**src/rtl/alu8_pkg.sv**
```systemverilog
package alu8_pkg;

   typedef enum logic [3:0] {
      OP_ADD   = 4'd0,
      OP_ADC   = 4'd1,
      OP_SUB   = 4'd2,
      OP_SBC   = 4'd3,
      OP_CMP   = 4'd4,
      OP_AND   = 4'd5,
      OP_XOR   = 4'd6,
      OP_OR    = 4'd7,
      OP_INC   = 4'd8,
      OP_DEC   = 4'd9,
      OP_DADJ  = 4'd10,
      OP_CPL   = 4'd11,
      OP_SETC  = 4'd12,
      OP_CMPLC = 4'd13,
      OP_ADDW  = 4'd14,
      OP_NONE  = 4'd15
   } alu_op_e;

   localparam int FL_Z = 3;
   localparam int FL_N = 2;
   localparam int FL_H = 1;
   localparam int FL_C = 0;
   localparam int FL_COUNT = 4;

endpackage

```
**src/rtl/alu8_addsub.sv**
```systemverilog
module alu8_addsub #(
   parameter int W   = 8,
   parameter int NIB = 4
) (
   input  logic [W-1:0] x,
   input  logic [W-1:0] y,
   input  logic         cin,
   input  logic         sub,
   output logic [W-1:0] sum,
   output logic         half,
   output logic         carry
);
   logic [W-1:0] y_eff;
   logic         c_eff;
   logic [NIB:0] low;
   logic [W:0]   full;

   always_comb begin
      y_eff = sub ? ~y : y;
      c_eff = sub ? ~cin : cin;
      low   = {1'b0, x[NIB-1:0]} + {1'b0, y_eff[NIB-1:0]} + {{NIB{1'b0}}, c_eff};
      full  = {1'b0, x} + {1'b0, y_eff} + {{W{1'b0}}, c_eff};
      sum   = full[W-1:0];
      half  = sub ? ~low[NIB] : low[NIB];
      carry = sub ? ~full[W] : full[W];
   end
endmodule

```
**src/rtl/alu8_decadj.sv**
```systemverilog
module alu8_decadj #(
   parameter int W   = 8,
   parameter int NIB = 4
) (
   input  logic [W-1:0] a,
   input  logic         n_in,
   input  logic         h_in,
   input  logic         c_in,
   output logic [W-1:0] res,
   output logic         c_out
);
   localparam logic [NIB-1:0] DIGIT_MAX  = NIB'(9);
   localparam logic [NIB-1:0] DIGIT_FIX  = NIB'(6);
   localparam logic [W-1:0]   BYTE_MAX   = {DIGIT_MAX, DIGIT_MAX};

   logic         fix_lo;
   logic         fix_hi;
   logic [W-1:0] adj;

   always_comb begin
      fix_lo = h_in | (!n_in && (a[NIB-1:0] > DIGIT_MAX));
      fix_hi = c_in | (!n_in && (a > BYTE_MAX));
      adj    = {(fix_hi ? DIGIT_FIX : {NIB{1'b0}}), (fix_lo ? DIGIT_FIX : {NIB{1'b0}})};
      res    = n_in ? (a - adj) : (a + adj);
      c_out  = fix_hi;
   end
endmodule

```
**src/rtl/alu8_wideadd.sv**
```systemverilog
module alu8_wideadd #(
   parameter int W         = 8,
   parameter int NIB       = 4,
   parameter bit SPLIT_ADD = 1'b0
) (
   input  logic [2*W-1:0] p,
   input  logic [2*W-1:0] q,
   output logic [2*W-1:0] sum,
   output logic           half,
   output logic           carry
);
   localparam int WW = 2 * W;
   localparam int HB = WW - NIB;

   generate
      if (SPLIT_ADD) begin : g_split
         logic [W:0]   lo_s;
         logic [NIB:0] mid_s;
         logic [W:0]   hi_s;
         always_comb begin
            lo_s  = {1'b0, p[W-1:0]} + {1'b0, q[W-1:0]};
            mid_s = {1'b0, p[W+NIB-1:W]} + {1'b0, q[W+NIB-1:W]} + {{NIB{1'b0}}, lo_s[W]};
            hi_s  = {1'b0, p[WW-1:W]} + {1'b0, q[WW-1:W]} + {{W{1'b0}}, lo_s[W]};
            sum   = {hi_s[W-1:0], lo_s[W-1:0]};
            half  = mid_s[NIB];
            carry = hi_s[W];
         end
      end else begin : g_flat
         logic [HB:0] part_s;
         logic [WW:0] all_s;
         always_comb begin
            part_s = {1'b0, p[HB-1:0]} + {1'b0, q[HB-1:0]};
            all_s  = {1'b0, p} + {1'b0, q};
            sum    = all_s[WW-1:0];
            half   = part_s[HB];
            carry  = all_s[WW];
         end
      end
   endgenerate
endmodule

```
**src/rtl/alu8_core.sv**
```systemverilog
module alu8_core
   import alu8_pkg::*;
#(
   parameter int W         = 8,
   parameter int NIB       = 4,
   parameter bit SPLIT_ADD = 1'b0
) (
   input  logic [3:0]     op,
   input  logic [W-1:0]   acc_in,
   input  logic [W-1:0]   opnd_in,
   input  logic [2*W-1:0] hl_in,
   input  logic [2*W-1:0] rr_in,
   input  logic [3:0]     flags_in,
   output logic [W-1:0]   result,
   output logic           res_we,
   output logic [2*W-1:0] wide_result,
   output logic           wide_we,
   output logic [3:0]     flags_out,
   output logic [3:0]     flag_we
);
   localparam logic [W-1:0] ONE = W'(1);

   if (W != 2 * NIB) begin : g_chk_w
      $error("alu8_core: W must be twice NIB");
   end
   if (NIB != 4) begin : g_chk_nib
      $error("alu8_core: decimal adjust needs 4-bit digits");
   end

   alu_op_e opc;
   assign opc = alu_op_e'(op);

   logic         step_op;
   logic         sub_op;
   logic [W-1:0] as_x, as_y, as_sum;
   logic         as_cin, as_half, as_carry;

   always_comb begin
      step_op = (opc == OP_INC) || (opc == OP_DEC);
      sub_op  = (opc == OP_SUB) || (opc == OP_SBC) || (opc == OP_CMP) || (opc == OP_DEC);
      as_x    = step_op ? opnd_in : acc_in;
      as_y    = step_op ? ONE : opnd_in;
      as_cin  = ((opc == OP_ADC) || (opc == OP_SBC)) && flags_in[FL_C];
   end

   alu8_addsub #(.W(W), .NIB(NIB)) u_addsub (
      .x(as_x), .y(as_y), .cin(as_cin), .sub(sub_op),
      .sum(as_sum), .half(as_half), .carry(as_carry)
   );

   logic [W-1:0] da_res;
   logic         da_c;

   alu8_decadj #(.W(W), .NIB(NIB)) u_decadj (
      .a(acc_in), .n_in(flags_in[FL_N]), .h_in(flags_in[FL_H]), .c_in(flags_in[FL_C]),
      .res(da_res), .c_out(da_c)
   );

   logic [2*W-1:0] wa_sum;
   logic           wa_half, wa_carry;

   alu8_wideadd #(.W(W), .NIB(NIB), .SPLIT_ADD(SPLIT_ADD)) u_wideadd (
      .p(hl_in), .q(rr_in), .sum(wa_sum), .half(wa_half), .carry(wa_carry)
   );

   logic [W-1:0] bit_res;

   always_comb begin
      unique case (opc)
         OP_AND:  bit_res = acc_in & opnd_in;
         OP_XOR:  bit_res = acc_in ^ opnd_in;
         default: bit_res = acc_in | opnd_in;
      endcase
   end

   always_comb begin
      result      = acc_in;
      res_we      = 1'b0;
      wide_result = wa_sum;
      wide_we     = 1'b0;
      flags_out   = flags_in;
      flag_we     = 4'b0000;
      unique case (opc)
         OP_ADD, OP_ADC, OP_SUB, OP_SBC, OP_CMP: begin
            result          = as_sum;
            res_we          = (opc != OP_CMP);
            flag_we         = 4'b1111;
            flags_out[FL_Z] = (as_sum == '0);
            flags_out[FL_N] = sub_op;
            flags_out[FL_H] = as_half;
            flags_out[FL_C] = as_carry;
         end
         OP_AND, OP_XOR, OP_OR: begin
            result          = bit_res;
            res_we          = 1'b1;
            flag_we         = 4'b1111;
            flags_out[FL_Z] = (bit_res == '0);
            flags_out[FL_N] = 1'b0;
            flags_out[FL_H] = (opc == OP_AND);
            flags_out[FL_C] = 1'b0;
         end
         OP_INC, OP_DEC: begin
            result          = as_sum;
            res_we          = 1'b1;
            flag_we         = 4'b1110;
            flags_out[FL_Z] = (as_sum == '0);
            flags_out[FL_N] = sub_op;
            flags_out[FL_H] = as_half;
         end
         OP_DADJ: begin
            result          = da_res;
            res_we          = 1'b1;
            flag_we         = 4'b1011;
            flags_out[FL_Z] = (da_res == '0);
            flags_out[FL_H] = 1'b0;
            flags_out[FL_C] = da_c;
         end
         OP_CPL: begin
            result          = ~acc_in;
            res_we          = 1'b1;
            flag_we         = 4'b0110;
            flags_out[FL_N] = 1'b1;
            flags_out[FL_H] = 1'b1;
         end
         OP_SETC, OP_CMPLC: begin
            flag_we         = 4'b0111;
            flags_out[FL_N] = 1'b0;
            flags_out[FL_H] = 1'b0;
            flags_out[FL_C] = (opc == OP_SETC) ? 1'b1 : !flags_in[FL_C];
         end
         OP_ADDW: begin
            wide_we         = 1'b1;
            flag_we         = 4'b0111;
            flags_out[FL_N] = 1'b0;
            flags_out[FL_H] = wa_half;
            flags_out[FL_C] = wa_carry;
         end
         default: begin
         end
      endcase
   end
endmodule

```
**config.mk**
```make
export PLATFORM = sky130hd
export DESIGN_NAME = alu8_core
export DESIGN_NICKNAME = d
export VERILOG_FILES = /design/src/rtl/alu8_pkg.sv /design/src/rtl/alu8_addsub.sv /design/src/rtl/alu8_decadj.sv /design/src/rtl/alu8_wideadd.sv /design/src/rtl/alu8_core.sv
export SDC_FILE = /design/constraint.sdc
export NUM_CORES = 1
export LEC_CHECK = 0
export BUFFER_PORTS_ARGS = -buffer_cell sky130_fd_sc_hd__buf_2
export CAP_MARGIN = 25
export CORE_MARGIN = 2
export CORE_UTILIZATION = 38
export DETAILED_ROUTE_END_ITERATION = 7
export PLACE_DENSITY = 0.62
export SLEW_MARGIN = 20
export SYNTH_ARGS = -nofsm -noshare
export SYNTH_HDL_FRONTEND = slang
export SYNTH_HIERARCHICAL = 1
export SYNTH_SLANG_ARGS = --single-unit
```
**constraint.sdc**
```tcl
create_clock -name vclk -period 4.21
set_input_delay 0.6315 -clock vclk [all_inputs]
set_output_delay 0.6315 -clock vclk [all_outputs]
set_load 0.02 [all_outputs]
```
After elaboration in Yosys (flattened, before gate mapping)
Cells that the tools add are included.
{"block": "op_classes", "eq_ne": 15, "n_addsub": 8, "n_mux": 19, "bitwise_logic": 10, "n_reduce_logical": 24, "n_lt_le_gt_ge": 2}
{"operator": "two-way mux 8 bit", "count": 4}
{"operator": "case mux 8 bit (4 select lines)", "count": 1}
{"operator": "== test 4 bit, second input constant", "count": 7}
{"operator": "zero test 8 bit", "count": 3}
{"operator": "case mux 4 bit (5 select lines)", "count": 1}
{"operator": "adder 16 x 16 -> 17 bit", "count": 1}
{"operator": "== test 4 x 3 -> 1 bit, second input constant", "count": 4}
{"operator": "NOT 8 bit", "count": 2}
{"operator": "case mux 8 bit (2 select lines)", "count": 1}
{"operator": "OR reduction 7 bit", "count": 2}
{"operator": "adder 12 x 12 -> 13 bit", "count": 1}
{"operator": "case mux 1 bit (5 select lines)", "count": 2}
{"operator": "adder 8 x 8 -> 9 bit", "count": 1}
{"operator": "adder 9 x 1 -> 9 bit", "count": 1}
{"operator": "OR reduction 3 bit", "count": 3}
{"operator": "adder 8 bit", "count": 1}
{"operator": "bitwise AND 8 bit", "count": 1}
{"operator": "== test 4 x 2 -> 1 bit, second input constant", "count": 2}
{"operator": "> comparator 8 bit, second input constant", "count": 1}
{"operator": "OR 8 bit", "count": 1}
{"operator": "OR reduction 8 bit", "count": 1}
{"operator": "subtractor 8 bit", "count": 1}
{"operator": "XOR 8 bit", "count": 1}
{"operator": "two-way mux 3 bit", "count": 2}
{"operator": "17 further kinds", "count": 33}
{"block": "word_totals", "word_cells": 78, "ff_bits": 0, "in_bits": 56, "output_inout_bits": 34}

Depth between registers and ports, before layout
{"block": "depth", "depth_word": 10, "mapped_depth": 18, "mapped_depth_nobuf": 15}

Hierarchy
The synthesis kept the hierarchy.
{"module": "alu8_core", "area_per_inst_um2": 1335.0, "seq_area_each_um2": 0.0, "cells_per_inst": 228, "n_inst": 1}
{"module": "alu8_wideadd", "area_per_inst_um2": 775.7, "seq_area_each_um2": 0.0, "cells_per_inst": 99, "n_inst": 1}
{"module": "alu8_addsub", "area_per_inst_um2": 439.2, "seq_area_each_um2": 0.0, "cells_per_inst": 52, "n_inst": 1}
{"module": "alu8_decadj", "area_per_inst_um2": 380.4, "seq_area_each_um2": 0.0, "cells_per_inst": 55, "n_inst": 1}

Worst setup path before layout
Ideal clock, no wire load.
{"block": "synth_timing", "path_kind": "input to output", "startpoint": "in op[0]", "endpoint": "out flags_out[3]", "path_stages": 18, "required_time_ns": 3.579, "arrival_time_ns": 3.855, "path_slack_ns": -0.276, "cell_sequence": "buf_6 -> buf_2 -> buf_6 -> nor2_1 -> nand3_1 -> o21ai_0 -> buf_2 -> xor2_1 -> fa_1 -> fa_1 -> a21oi_2 -> o22ai_1 -> or2_1 -> xor2_1 -> nor4_1 -> o211ai_1 -> o211a_1 -> o21ai_1"}
{"block": "synth_between", "elab_chain_cells": 9, "word_cells_on_any_way": 31, "classes_between": "add/sub: 2; eq/ne: 10; mux: 6; bitwise: 2; reduce/logical: 11"}
{"element": "start, declared", "line": "alu8_core.sv:8", "text": "input logic [3:0] op,"}
{"element": "== test 4 x 2 -> 1 bit", "line": "alu8_core.sv:40", "text": "sub_op = (opc == OP_SUB) || (opc == OP_SBC) || (opc == OP_CMP) || (opc == OP_DEC);"}
{"element": "logical OR 1 bit (2 in series)", "line": "alu8_core.sv:40"}
{"element": "logical OR 1 bit *", "line": "alu8_core.sv:40"}
{"element": "via sub_op", "line": "alu8_core.sv:34", "text": "logic sub_op;"}
{"element": "two-way mux 8 bit", "line": "alu8_addsub.sv:19", "text": "y_eff = sub ? ~y : y;"}
{"element": "adder 8 x 8 -> 9 bit", "line": "alu8_addsub.sv:22", "text": "full = {1'b0, x} + {1'b0, y_eff} + {{W{1'b0}}, c_eff};"}
{"element": "adder 9 x 1 -> 9 bit *", "line": "alu8_addsub.sv:22"}
{"element": "via as_sum[6]", "line": "alu8_core.sv:35", "text": "logic [W-1:0] as_x, as_y, as_sum;"}
{"element": "zero test 8 bit *", "line": "alu8_core.sv:88, alu8_core.sv:106"}
{"element": "case mux 1 bit (3 select lines) *", "line": "alu8_core.sv:83", "text": "unique case (opc)"}
{"element": "end, declared", "line": "alu8_core.sv:18", "text": "output logic [3:0] flags_out,"}
Mark *: on every way through the listed nets, which the timed path passes. The rest lies on a longest branch.

Final worst setup path
Ends and elaborated chain as after synthesis.

==> impl_metrics.tcl <==
set metrics [dict create \
    hp-class "input port to output pin" \
    viasPerCell 5.47 \
    pwr-share-comb_pct 100.0 \
    synth_top_family_by_area "compound AO/OA/AOI/OAI gates" \
    dr.pass1.iters 5 \
    synth_compound_area_share_pct 32.3 \
    crit_end "flags_out[3]" \
    grt_pass1_vias 3276 \
    final_nets 647 \
    whs_ps 1590 \
    startpoint "op[0]" \
    syn2layout_area_growth_pct 29.9 \
    die-height_um 91.8 \
    place_inst 633 \
    seqPwrFrac_pct 0 \
    postRouteAntennaNets 0 \
    fin_crit_sh_pct 99.0 \
    syn_nets 541 \
    ys_warn_count 6 \
    synthMuxAreaShare_pct 1.02 \
    setup_viol 0 \
    crit_required_ps 3580 \
    crit_path_end_kind "output pin" \
    maxCapViolCount 0 \
    ff_latch_area_um2 0 \
    drt_iter0_markers 180 \
    grt_max_degree 39 \
    p_int_uw 310 \
    synth_area_leaders "ha_1 20%, a21oi_1 7.2%, nand2_1 5.4%, o21ai_0 5.1%, xnor2_1 5.1%" \
    drive_gt1_share_pct 30.1 \
    timing.fmax_ghz 0.240 \
    syn_area_mm2 0.00293 \
    grt.overflow.total 0 \
    finalPower_uw 727 \
    mostFrequentLayoutCell "buf_2" \
    outcome "finished clean" \
    p_switching_uw 417 \
    synth-xor-area-share_pct 9.56 \
    clock_buffers 0 \
    place_hpwl_mm 7.79 \
    fin_ws_ps 40.4 \
    relSlewSlack_pct 60.4 \
    syn_inst 434 \
    startpoint_type "input port" \
    start_util_pct 38.5 \
    yosysSeqAreaShare_pct 0 \
    drc 0 \
    p_sw_share_pct 57.4 \
    drt-total-wl_mm 9.43 \
    grt_pass1_wl_mm 15.2 \
    wire_per_inst_um 14.7 \
    final_hold_viol_count 0 \
    mostFrequentLayoutCells "84 x buf_2, 48 x ha_1, 42 x nand2_1" \
    worst-setup-path-type "input port to output pin" \
    antennaDiodeCount 0 \
    min_period_ps 4170 \
    ir_drop_mv 0.0969 \
    worstMarginPinSlew_ps 588 \
    slowest_delay_ps 380 \
    nFlopsAndLatches 0 \
    antenna_found_initial 0 \
    synth_cell_types 62 \
    synth_top_area_share_pct 20.5 \
    grt_usage_pct 21.4 \
    cp_cell_sequence "buf_8, nor2b_4, mux2i_2, o21ai_4, xor2_2, fa_2, fa_2, a21oi_2, o22ai_2, or2_1, xor2_2, nor4_2, o211ai_1, o211a_1, o21ai_2, buf_6" \
    fp.dieW_um 91.8 \
    maxSlewViolCount 0 \
    die-area_mm2 0.00843 \
    yosys.area_share.simple_pct 26.6 \
    cp.arrival_ps 3540 \
    port_buffers 90 \
    leakage_uw 0.00185 \
    synth_area_leader_cell "ha_1" \
    io_pins 90 \
    slowest_stage "fa_2" \
    place_ws_ps -50.5 \
    final_cells 640 \
    critPathMaxFanout 3 \
    rsz0062_at_grt "yes" \
    synth_area_per_cell_um2 6.75 \
    fp-row-count 32 \
    hold-path-cell-count 3 \
    power_density_mw_per_mm2 191 \
    gp_congestion 0.964 \
    fin_util_pct 50.0 \
    num_vias 3498 \
    core-area_mm2 0.00761 \
    clkPwrFrac_pct 0 \
    synth_fa_ha_area_share_pct 22.5 \
]
==> worst max-delay path: cells and delay by family <==
family	cells	cell delay (ps)
AOI/OAI and AO/OA	6	760
xor gates and xnor gates	2	320
adders and majority gates	2	730
buffers and inverters	2	250
muxes	1	200
and+or+nand+nor	3	630
==> power groups by stage <==
stage	Sequential [uW]	Combinational [uW]	Clock (uW)
floorplan	0	468	0
global placement	0	665	0
detailed placement	0	672	0
CTS	0	700	0
global route	0	792	0
finish	0	727	0
==> synthesized netlist by cell type (all sizes together) (2+ instances only) <==
master   count
nor3         9
o211a        2
a21oi       44
o211ai      10
o41ai        2
nand2b      16
o31ai        2
a31oi        4
xnor2       17
a22o         2
nor4         5
and3         3
ha          48
nor2b       12
o2bb2ai      8
mux2i        3
clkbuf       5
o21a         4
nand3       13
a221oi       2
or4          4
nand4        5
xor2        15
a21o         9
o21bai       3
fa           3
nand2       42
or2          3
inv         31
o21ai       33
a211oi       5
buf         16
nor2        38
==> kinds of logic (layout without fill, tap and decap cells) <==
kind of cell             after synthesis  after routing
XOR/XNOR                              32             32
adder cells (fa/ha/maj)               51             51
AO/OA/AOI/OAI                        141            141
AND/OR/NAND/NOR                      155            155
multiplexers                           3              3
buffers and inverters                 52            156
==> layer usage <==
layer	GRT usage (%)	part of all wire, %	wire length [um]
met5	0	0	0
met4	3.98	2.2	204
met3	1.64	5.6	524
met2	37.9	47	4480
met1	28.4	45	4230
==> worst min-delay path by stage <==
stage	startpoint	end	slack [ps]
final	rr_in[0]	wide_result[0]	1590
after floorplan	flags_in[1]	flags_out[1]	1440
after detailed placement	rr_in[0]	wide_result[0]	1590
after global placement	rr_in[0]	wide_result[0]	1590
after CTS	rr_in[0]	wide_result[0]	1590
after global routing	rr_in[0]	wide_result[0]	1620
==> repair_timing <==
item	4_1_cts	5_1_grt
buffers inserted	5	2
hold buffers	0	0
pin swaps	9	12
setup endpoints to repair	1	2
resized for setup	17	14
==> layout make-up <==
class | instances | area [um^2]
tap | 102 | 128
inverter | 31 | 116
timing repair buffer | 125 | 747
multi-input combinational | 382 | 2820
fill | 779 | 3800
==> stage by stage <==
stage	instance area, um^2	TNS, ps
after CTS	3720	-16.7
after global placement	3610	0
after floorplan	2950	0
final	3810	0
after detailed placement	3610	-50.5
after global routing	3810	-134
Power figures use the tool's default switching activity.
